[src/rtl/poll_pkg.sv]
package poll_pkg;

   typedef enum logic [2:0] {
      ST_IDLE,
      ST_RD_A,
      ST_RD_B,
      ST_EVAL,
      ST_WRST
   } poll_st_t;

   typedef enum logic [1:0] {
      SECT_QUIET = 2'b00,
      SECT_ERASE = 2'b01,
      SECT_SUSP  = 2'b10
   } sect_t;

   localparam int unsigned STATUS_BITS = 8;

endpackage

[src/rtl/tgl_cmp.sv]
module tgl_cmp #(
   parameter int unsigned DW      = 8,
   parameter int unsigned POS_T6  = 6,
   parameter int unsigned POS_T2  = 2,
   parameter int unsigned POS_LIM = 5
) (
   input  logic [DW-1:0] first_w,
   input  logic [DW-1:0] second_w,
   input  logic          sel_t2,
   output logic          tgl_sel,
   output logic          tgl6,
   output logic          tgl2,
   output logic          lim_hi
);

   logic [DW-1:0] diff;
   logic          unused_rest;

   for (genvar b = 0; b < DW; b++) begin : g_diff
      assign diff[b] = first_w[b] ^ second_w[b];
   end

   assign tgl6        = diff[POS_T6];
   assign tgl2        = diff[POS_T2];
   assign tgl_sel     = sel_t2 ? tgl2 : tgl6;
   assign lim_hi      = second_w[POS_LIM];
   assign unused_rest = ^diff;

endmodule

[src/rtl/sect_class.sv]
module sect_class
   import poll_pkg::*;
#(
   parameter bit CLR_ON_START = 1'b0
) (
   input  logic       clk,
   input  logic       rst_n,
   input  logic       upd,
   input  logic       clr,
   input  logic       tgl6,
   input  logic       tgl2,
   output logic [1:0] sect_state
);

   sect_t nxt;
   sect_t cur;

   always_comb begin
      if (tgl6)      nxt = SECT_ERASE;
      else if (tgl2) nxt = SECT_SUSP;
      else           nxt = SECT_QUIET;
   end

   if (CLR_ON_START) begin : g_clr
      always_ff @(posedge clk) begin
         if (!rst_n)   cur <= SECT_QUIET;
         else if (upd) cur <= nxt;
         else if (clr) cur <= SECT_QUIET;
      end
   end else begin : g_hold
      logic unused_clr;
      assign unused_clr = clr;
      always_ff @(posedge clk) begin
         if (!rst_n)   cur <= SECT_QUIET;
         else if (upd) cur <= nxt;
      end
   end

   assign sect_state = cur;

endmodule

[src/rtl/poll_fsm.sv]
module poll_fsm
   import poll_pkg::*;
#(
   parameter int unsigned AW       = 8,
   parameter int unsigned DW       = 8,
   parameter int unsigned CW       = 8,
   parameter logic [7:0]  RST_CODE = 8'hF0
) (
   input  logic          clk,
   input  logic          rst_n,
   input  logic          start,
   input  logic [AW-1:0] addr_in,
   input  logic          sel_dq2,
   input  logic [CW-1:0] pair_limit,
   output logic          rd_req,
   output logic [AW-1:0] rd_addr,
   input  logic          rd_ack,
   input  logic [DW-1:0] rd_data,
   output logic          wr_req,
   output logic [AW-1:0] wr_addr,
   output logic [DW-1:0] wr_data,
   input  logic          wr_ack,
   output logic [DW-1:0] first_q,
   output logic [DW-1:0] second_q,
   output logic          sel_q,
   input  logic          tgl_sel,
   input  logic          lim_hi,
   output logic          eval_o,
   output logic          busy,
   output logic          done,
   output logic          fail,
   output logic          tmo
);

   localparam int unsigned CNTW = CW + 1;

   poll_st_t       st;
   logic [AW-1:0]  addr_q;
   logic [CW-1:0]  limit_q;
   logic [CW-1:0]  pairs;
   logic           rchk;
   logic           last_pair;

   assign last_pair = (CNTW'(pairs) + CNTW'(1)) >= CNTW'(limit_q);

   always_ff @(posedge clk) begin
      if (!rst_n) begin
         st       <= ST_IDLE;
         addr_q   <= '0;
         limit_q  <= '0;
         sel_q    <= 1'b0;
         pairs    <= '0;
         rchk     <= 1'b0;
         first_q  <= '0;
         second_q <= '0;
         done     <= 1'b0;
         fail     <= 1'b0;
         tmo      <= 1'b0;
      end else begin
         done <= 1'b0;
         fail <= 1'b0;
         tmo  <= 1'b0;
         case (st)
            ST_IDLE: begin
               if (start) begin
                  addr_q  <= addr_in;
                  limit_q <= pair_limit;
                  sel_q   <= sel_dq2;
                  pairs   <= '0;
                  rchk    <= 1'b0;
                  st      <= ST_RD_A;
               end
            end
            ST_RD_A: begin
               if (rd_ack) begin
                  first_q <= rd_data;
                  st      <= ST_RD_B;
               end
            end
            ST_RD_B: begin
               if (rd_ack) begin
                  second_q <= rd_data;
                  st       <= ST_EVAL;
               end
            end
            ST_EVAL: begin
               if (!tgl_sel) begin
                  done <= 1'b1;
                  st   <= ST_IDLE;
               end else if (rchk) begin
                  st <= ST_WRST;
               end else if (lim_hi) begin
                  rchk <= 1'b1;
                  st   <= ST_RD_A;
               end else if (last_pair) begin
                  tmo <= 1'b1;
                  st  <= ST_IDLE;
               end else begin
                  pairs <= pairs + 1'b1;
                  st    <= ST_RD_A;
               end
            end
            ST_WRST: begin
               if (wr_ack) begin
                  fail <= 1'b1;
                  st   <= ST_IDLE;
               end
            end
            default: st <= ST_IDLE;
         endcase
      end
   end

   assign rd_req  = (st == ST_RD_A) || (st == ST_RD_B);
   assign rd_addr = addr_q;
   assign wr_req  = (st == ST_WRST);
   assign wr_addr = addr_q;
   assign wr_data = DW'(RST_CODE);
   assign eval_o  = (st == ST_EVAL);
   assign busy    = (st != ST_IDLE);

endmodule

[src/rtl/tglpoll_top.sv]
module tglpoll_top
   import poll_pkg::*;
#(
   parameter int unsigned AW           = 8,
   parameter int unsigned DW           = 8,
   parameter int unsigned CW           = 8,
   parameter int unsigned POS_T6       = 6,
   parameter int unsigned POS_T2       = 2,
   parameter int unsigned POS_LIM      = 5,
   parameter logic [7:0]  RST_CODE     = 8'hF0,
   parameter bit          CLR_ON_START = 1'b0
) (
   input  logic          clk,
   input  logic          rst_n,
   input  logic          start,
   input  logic [AW-1:0] addr_in,
   input  logic          sel_dq2,
   input  logic [CW-1:0] pair_limit,
   output logic          rd_req,
   output logic [AW-1:0] rd_addr,
   input  logic          rd_ack,
   input  logic [DW-1:0] rd_data,
   output logic          wr_req,
   output logic [AW-1:0] wr_addr,
   output logic [DW-1:0] wr_data,
   input  logic          wr_ack,
   output logic          busy,
   output logic          done,
   output logic          fail,
   output logic          tmo,
   output logic [1:0]    sect_state
);

   if (DW < STATUS_BITS) begin : g_bad_dw
      $error("tglpoll_top: DW must be at least 8");
   end
   if (POS_T6 >= DW || POS_T2 >= DW || POS_LIM >= DW) begin : g_bad_pos
      $error("tglpoll_top: status bit position outside data width");
   end
   if (AW < 1 || CW < 1) begin : g_bad_w
      $error("tglpoll_top: AW and CW must be nonzero");
   end

   logic [DW-1:0] first_q;
   logic [DW-1:0] second_q;
   logic          sel_q;
   logic          tgl_sel;
   logic          tgl6;
   logic          tgl2;
   logic          lim_hi;
   logic          eval_o;

   poll_fsm #(
      .AW(AW), .DW(DW), .CW(CW), .RST_CODE(RST_CODE)
   ) u_fsm (
      .clk(clk), .rst_n(rst_n), .start(start), .addr_in(addr_in),
      .sel_dq2(sel_dq2), .pair_limit(pair_limit),
      .rd_req(rd_req), .rd_addr(rd_addr), .rd_ack(rd_ack), .rd_data(rd_data),
      .wr_req(wr_req), .wr_addr(wr_addr), .wr_data(wr_data), .wr_ack(wr_ack),
      .first_q(first_q), .second_q(second_q), .sel_q(sel_q),
      .tgl_sel(tgl_sel), .lim_hi(lim_hi), .eval_o(eval_o),
      .busy(busy), .done(done), .fail(fail), .tmo(tmo)
   );

   tgl_cmp #(
      .DW(DW), .POS_T6(POS_T6), .POS_T2(POS_T2), .POS_LIM(POS_LIM)
   ) u_cmp (
      .first_w(first_q), .second_w(second_q), .sel_t2(sel_q),
      .tgl_sel(tgl_sel), .tgl6(tgl6), .tgl2(tgl2), .lim_hi(lim_hi)
   );

   sect_class #(
      .CLR_ON_START(CLR_ON_START)
   ) u_sect (
      .clk(clk), .rst_n(rst_n), .upd(eval_o), .clr(start && !busy),
      .tgl6(tgl6), .tgl2(tgl2), .sect_state(sect_state)
   );

endmodule

[config.mk]
export PLATFORM = sky130hd
export DESIGN_NAME = tglpoll_top
export DESIGN_NICKNAME = d
export VERILOG_FILES = /design/src/rtl/poll_pkg.sv /design/src/rtl/tgl_cmp.sv /design/src/rtl/sect_class.sv /design/src/rtl/poll_fsm.sv /design/src/rtl/tglpoll_top.sv
export SDC_FILE = /design/constraint.sdc
export NUM_CORES = 1
export LEC_CHECK = 0
export BUFFER_PORTS_ARGS = -buffer_cell sky130_fd_sc_hd__buf_2
export CAP_MARGIN = 10
export CORE_ASPECT_RATIO = 2
export CORE_MARGIN = 2
export CORE_UTILIZATION = 46
export DETAILED_ROUTE_END_ITERATION = 10
export GPL_TIMING_DRIVEN = 0
export PLACE_DENSITY = 0.75
export SLEW_MARGIN = 20
export SYNTH_ARGS = -nofsm -noshare
export SYNTH_HDL_FRONTEND = slang
export SYNTH_SLANG_ARGS = --single-unit
[constraint.sdc]
create_clock -name clk -period 2.8 [get_ports clk]
set_input_delay 0 -clock clk [delete_from_list [all_inputs] [get_ports clk]]
set_output_delay 0 -clock clk [all_outputs]
set_load 0.02 [all_outputs]
==> summary.md <==
| Metric | Value |
|---|---|
| Core area | 4339 µm² |
| FF+latch area | 792.0 µm² |
| Setup TNS | 0 ns |
| Req. time, crit path | 3.03 ns |
| RSZ-0062 raised after global routing | true |
| Clock Path Buffers | 2 |
| Max Slew Vio Count | 0 |
| Routing usage on met2 | 41.91% |
| Final setup fails | 0 |
| Main synth FF type | dfxtp_1 |
| Tightest Hold Check Type | in2reg |
| Post-synth EDFFs | 0 |
| Synthesis-stage register bit count | 39 |
| Cell chain of the critical path | ha_4 > nand3_4 > inv_2 > nand3_2 > and2_4 > or2_4 > ha_4 > a21oi_4 > nor2b_4 > nor4_4 > buf_4 > a21oi_1 > or3b_1 > a21oi_2 |
| Initial antenna violation count | 0 |
| Cell family with most CP delay | simple AND/OR/NAND/NOR gates |
| FMAX | 363.6 MHz |
| CTS tree | yes |
| Largest net degree at the start of global routing | 12 |
| Total track usage | 21.92% |
| Initial Utilization | 47.90% |
| Leak | 1.296 nW |
| Top Usage Layer GRT | met2 |
| Syn Inst Count | 259 |
| Worst VDD drop | 0.4003 mV |
| Area leader, netlist | dfxtp_1 |
| GR Layer Usage met1 | 21.07% |
| Final Cycle Share | 98.21% |
| Power per cell area | 443.9 nW/µm² |
| Die width | 51.53 µm |
| Clk_skew | 0.01047 ns |
| Setup crit start kind | flip-flop |
| I/O pins | 62 |
| Outcome | completed |
| Remaining antenna violation count | 0 |
| Max-Cap Viols | 0 |
| Worst EP arrival | 2.98 ns |
| Yosys cell types | 46 |
| Clk slew on worst S/H paths | 0.08 ns |
| Share of cells above drive strength 1 | 34.49% |
| Drt wl/cell | 13.55 µm |
| DRC Markers | 0 |
| Area contributors post-synth | dfxtp_1 (38%), nand2_1 (9.2%), a21oi_1 (7.5%), buf_4 (6.1%), ha_1 (5.4%) |
| Total Wirelength | 5.407 mm |
| Die area | 5104 µm² |
| Sink Count | 39 |
| Final hold violation count | 0 |
| Cell area after synthesis | 2078 µm² |
| Area grow syn2layout | 40.16% |
| Ant diodes | 0 |
| Row cnt | 34 |
| Area taken by multi-input logic gates | 1244 µm² |
| Post-Synthesis Mean Instance Area | 8.024 µm² |
| Setup CP Type | reg2reg |
| Die H | 99.06 µm |
| CP max stage delay | 0.40 ns |
| CTS H-tree lvls | 2 |
| Port buffer count | 48 |
| CTS Buf Count | 5 |
| Place WS | -0.4151 ns |
| First-pass DRT Iterations | 4 |
| Most used cell along the critical path | ha_4 |
| Layout Nets | 383 |
| Min cycle time layout | 2.750 ns |
| Synth top area share | 37.57% |
| Crit path buf inv count | 2 |
| Via count | 2,023 |
| Worst Tran Pin Value | 0.5930 ns |
| M3 GR Usage | 3.485% |
| First-pass GRT wire length | 8.535 mm |
| GP Congestion | 0.8392 |
| Vias in the first global route | 1,912 |
| Final WS setup | 0.05006 ns |
| Synth async-reset ratio | 0% |
| Vias per cell | 5.070 |
| Slew headroom | 60.16% |
| Fillers | 359 |
| Register area share after synthesis | 37.57% |
| Root buf cell | clkbuf_8 |
| GRT overflow | 0 |
| Synth Warn # | 0 |
| Clk Latency, worst-skew pair | 0.30 ns |
| Crit. End Element | flip-flop |
| DP Wirelength | 3.604 mm |
| Drt initial violations | 23 |
| Slowest-stage cell, CP | or3b_1 |
| CP Max Fanout | 6 |
| Final core utilization | 67.13% |
-- final timing paths --
check / from / end / slack, ns / cells after the start
min: start / u_fsm.st[0] / 0.03 / 3
min reg2reg: u_fsm.limit_q[1] / u_fsm.limit_q[1] / 0.46 / 2
max reg2reg: u_fsm.pairs[1] / u_fsm.st[0] / 0.05 / 14
max: u_fsm.pairs[1] / u_fsm.st[0] / 0.05 / 14
-- cell type report --
type,instances,share of cell area [%]
clock buffer,8,3.436
multi-input combinational,188,42.70
sequential,39,27.19
inverter,12,1.546
buffer,25,6.314
timing repair buffer,73,16.49
tap,54,2.320
-- metrics by stage --
step	cells	hold WS (ns)	total power, mW	area, µm²
floorplan	265	0.1360	0.7750	2101
global placement	367	0.2400	0.8376	2409
finish	399	0.03177	1.293	2913
CTS	398	0.02853	1.288	2796
global route	399	0.06404	1.344	2913
detailed placement	367	0.2443	0.8428	2409
-- cell usage after synthesis (5+ instances only) --
cell type   n
nand2_1    51
dfxtp_1    39
a21oi_1    31
buf_4      17
nor2_1     13
inv_1      11
o21ai_0    11
ha_1        9
nand3_1     6
mux2i_1     5
-- per-layer routing --
metal  share of wire (%)  up-vias
li1                    -     1016
met1                  36      945
met2                  58       52
met3                 3.3       10
met4                 2.6        0
met5                   0        -
-- cells by family (layout without fill, tap and decap cells) --
family | after synthesis | count (layout) | share of synthesized area, %
other | 2 | 8 | 0.3614
multiplexers | 5 | 5 | 2.408
AND/OR/NAND/NOR | 107 | 107 | 26.13
flip-flops | 39 | 39 | 37.57
adder cells (fa/ha/maj) | 9 | 9 | 5.419
XOR/XNOR | 5 | 5 | 2.108
buffers and inverters | 38 | 118 | 11.56
AO/OA/AOI/OAI | 54 | 54 | 14.45
-- where the power goes --
part / leakage (nW) / switching, mW / internal [mW]
combinational: 0.925 / 0.157 / 0.123
sequential: 0.320 / 0.0141 / 0.575
clock: 0.0515 / 0.199 / 0.225
-- worst reg2reg max path: stages (launching register included) --
cell and delay (ns):
dfxtp_4 0.37, ha_4 0.17, nand3_4 0.10, inv_2 0.07
nand3_2 0.08, and2_4 0.17, or2_4 0.25, ha_4 0.24
a21oi_4 0.16, nor2b_4 0.07, nor4_4 0.21, buf_4 0.19
a21oi_1 0.08, or3b_1 0.40, a21oi_2 0.12
-- timing repair --
action / 4_1_cts / 5_1_grt
setup buffers: 2 / 2
endpoints found under the setup margin: 10 / 9
pin swaps: 2 / 7
hold buffers: 21 / 0
gates resized for setup: 17 / 24
hold endpoints to repair: 23 / 0
-- layout by cell type, fill, tap and decap left out, types with 6 or more instances in the layout --
| cell type | n |
|---|---|
| a21oi_1 | 28 |
| buf_2 | 51 |
| inv_1 | 10 |
| dlygate4sd3_1 | 21 |
| dfxtp_1 | 36 |
| conb_1 | 8 |
| buf_4 | 21 |
| o21ai_1 | 9 |
| nor2_1 | 12 |
| nand2_1 | 50 |
| clkbuf_8 | 7 |
| o21ai_0 | 6 |
-- sequential cells by signal, indices dropped and copies added (netlist names), 2 cells and up --
signal             count
u_fsm.second_q         3
u_fsm.limit_q          8
u_fsm.first_q          2
u_sect.sect_state      2
u_fsm.pairs            8
u_fsm.st               3
u_fsm.rd_addr          8
(Power assumes the default switching activity.)
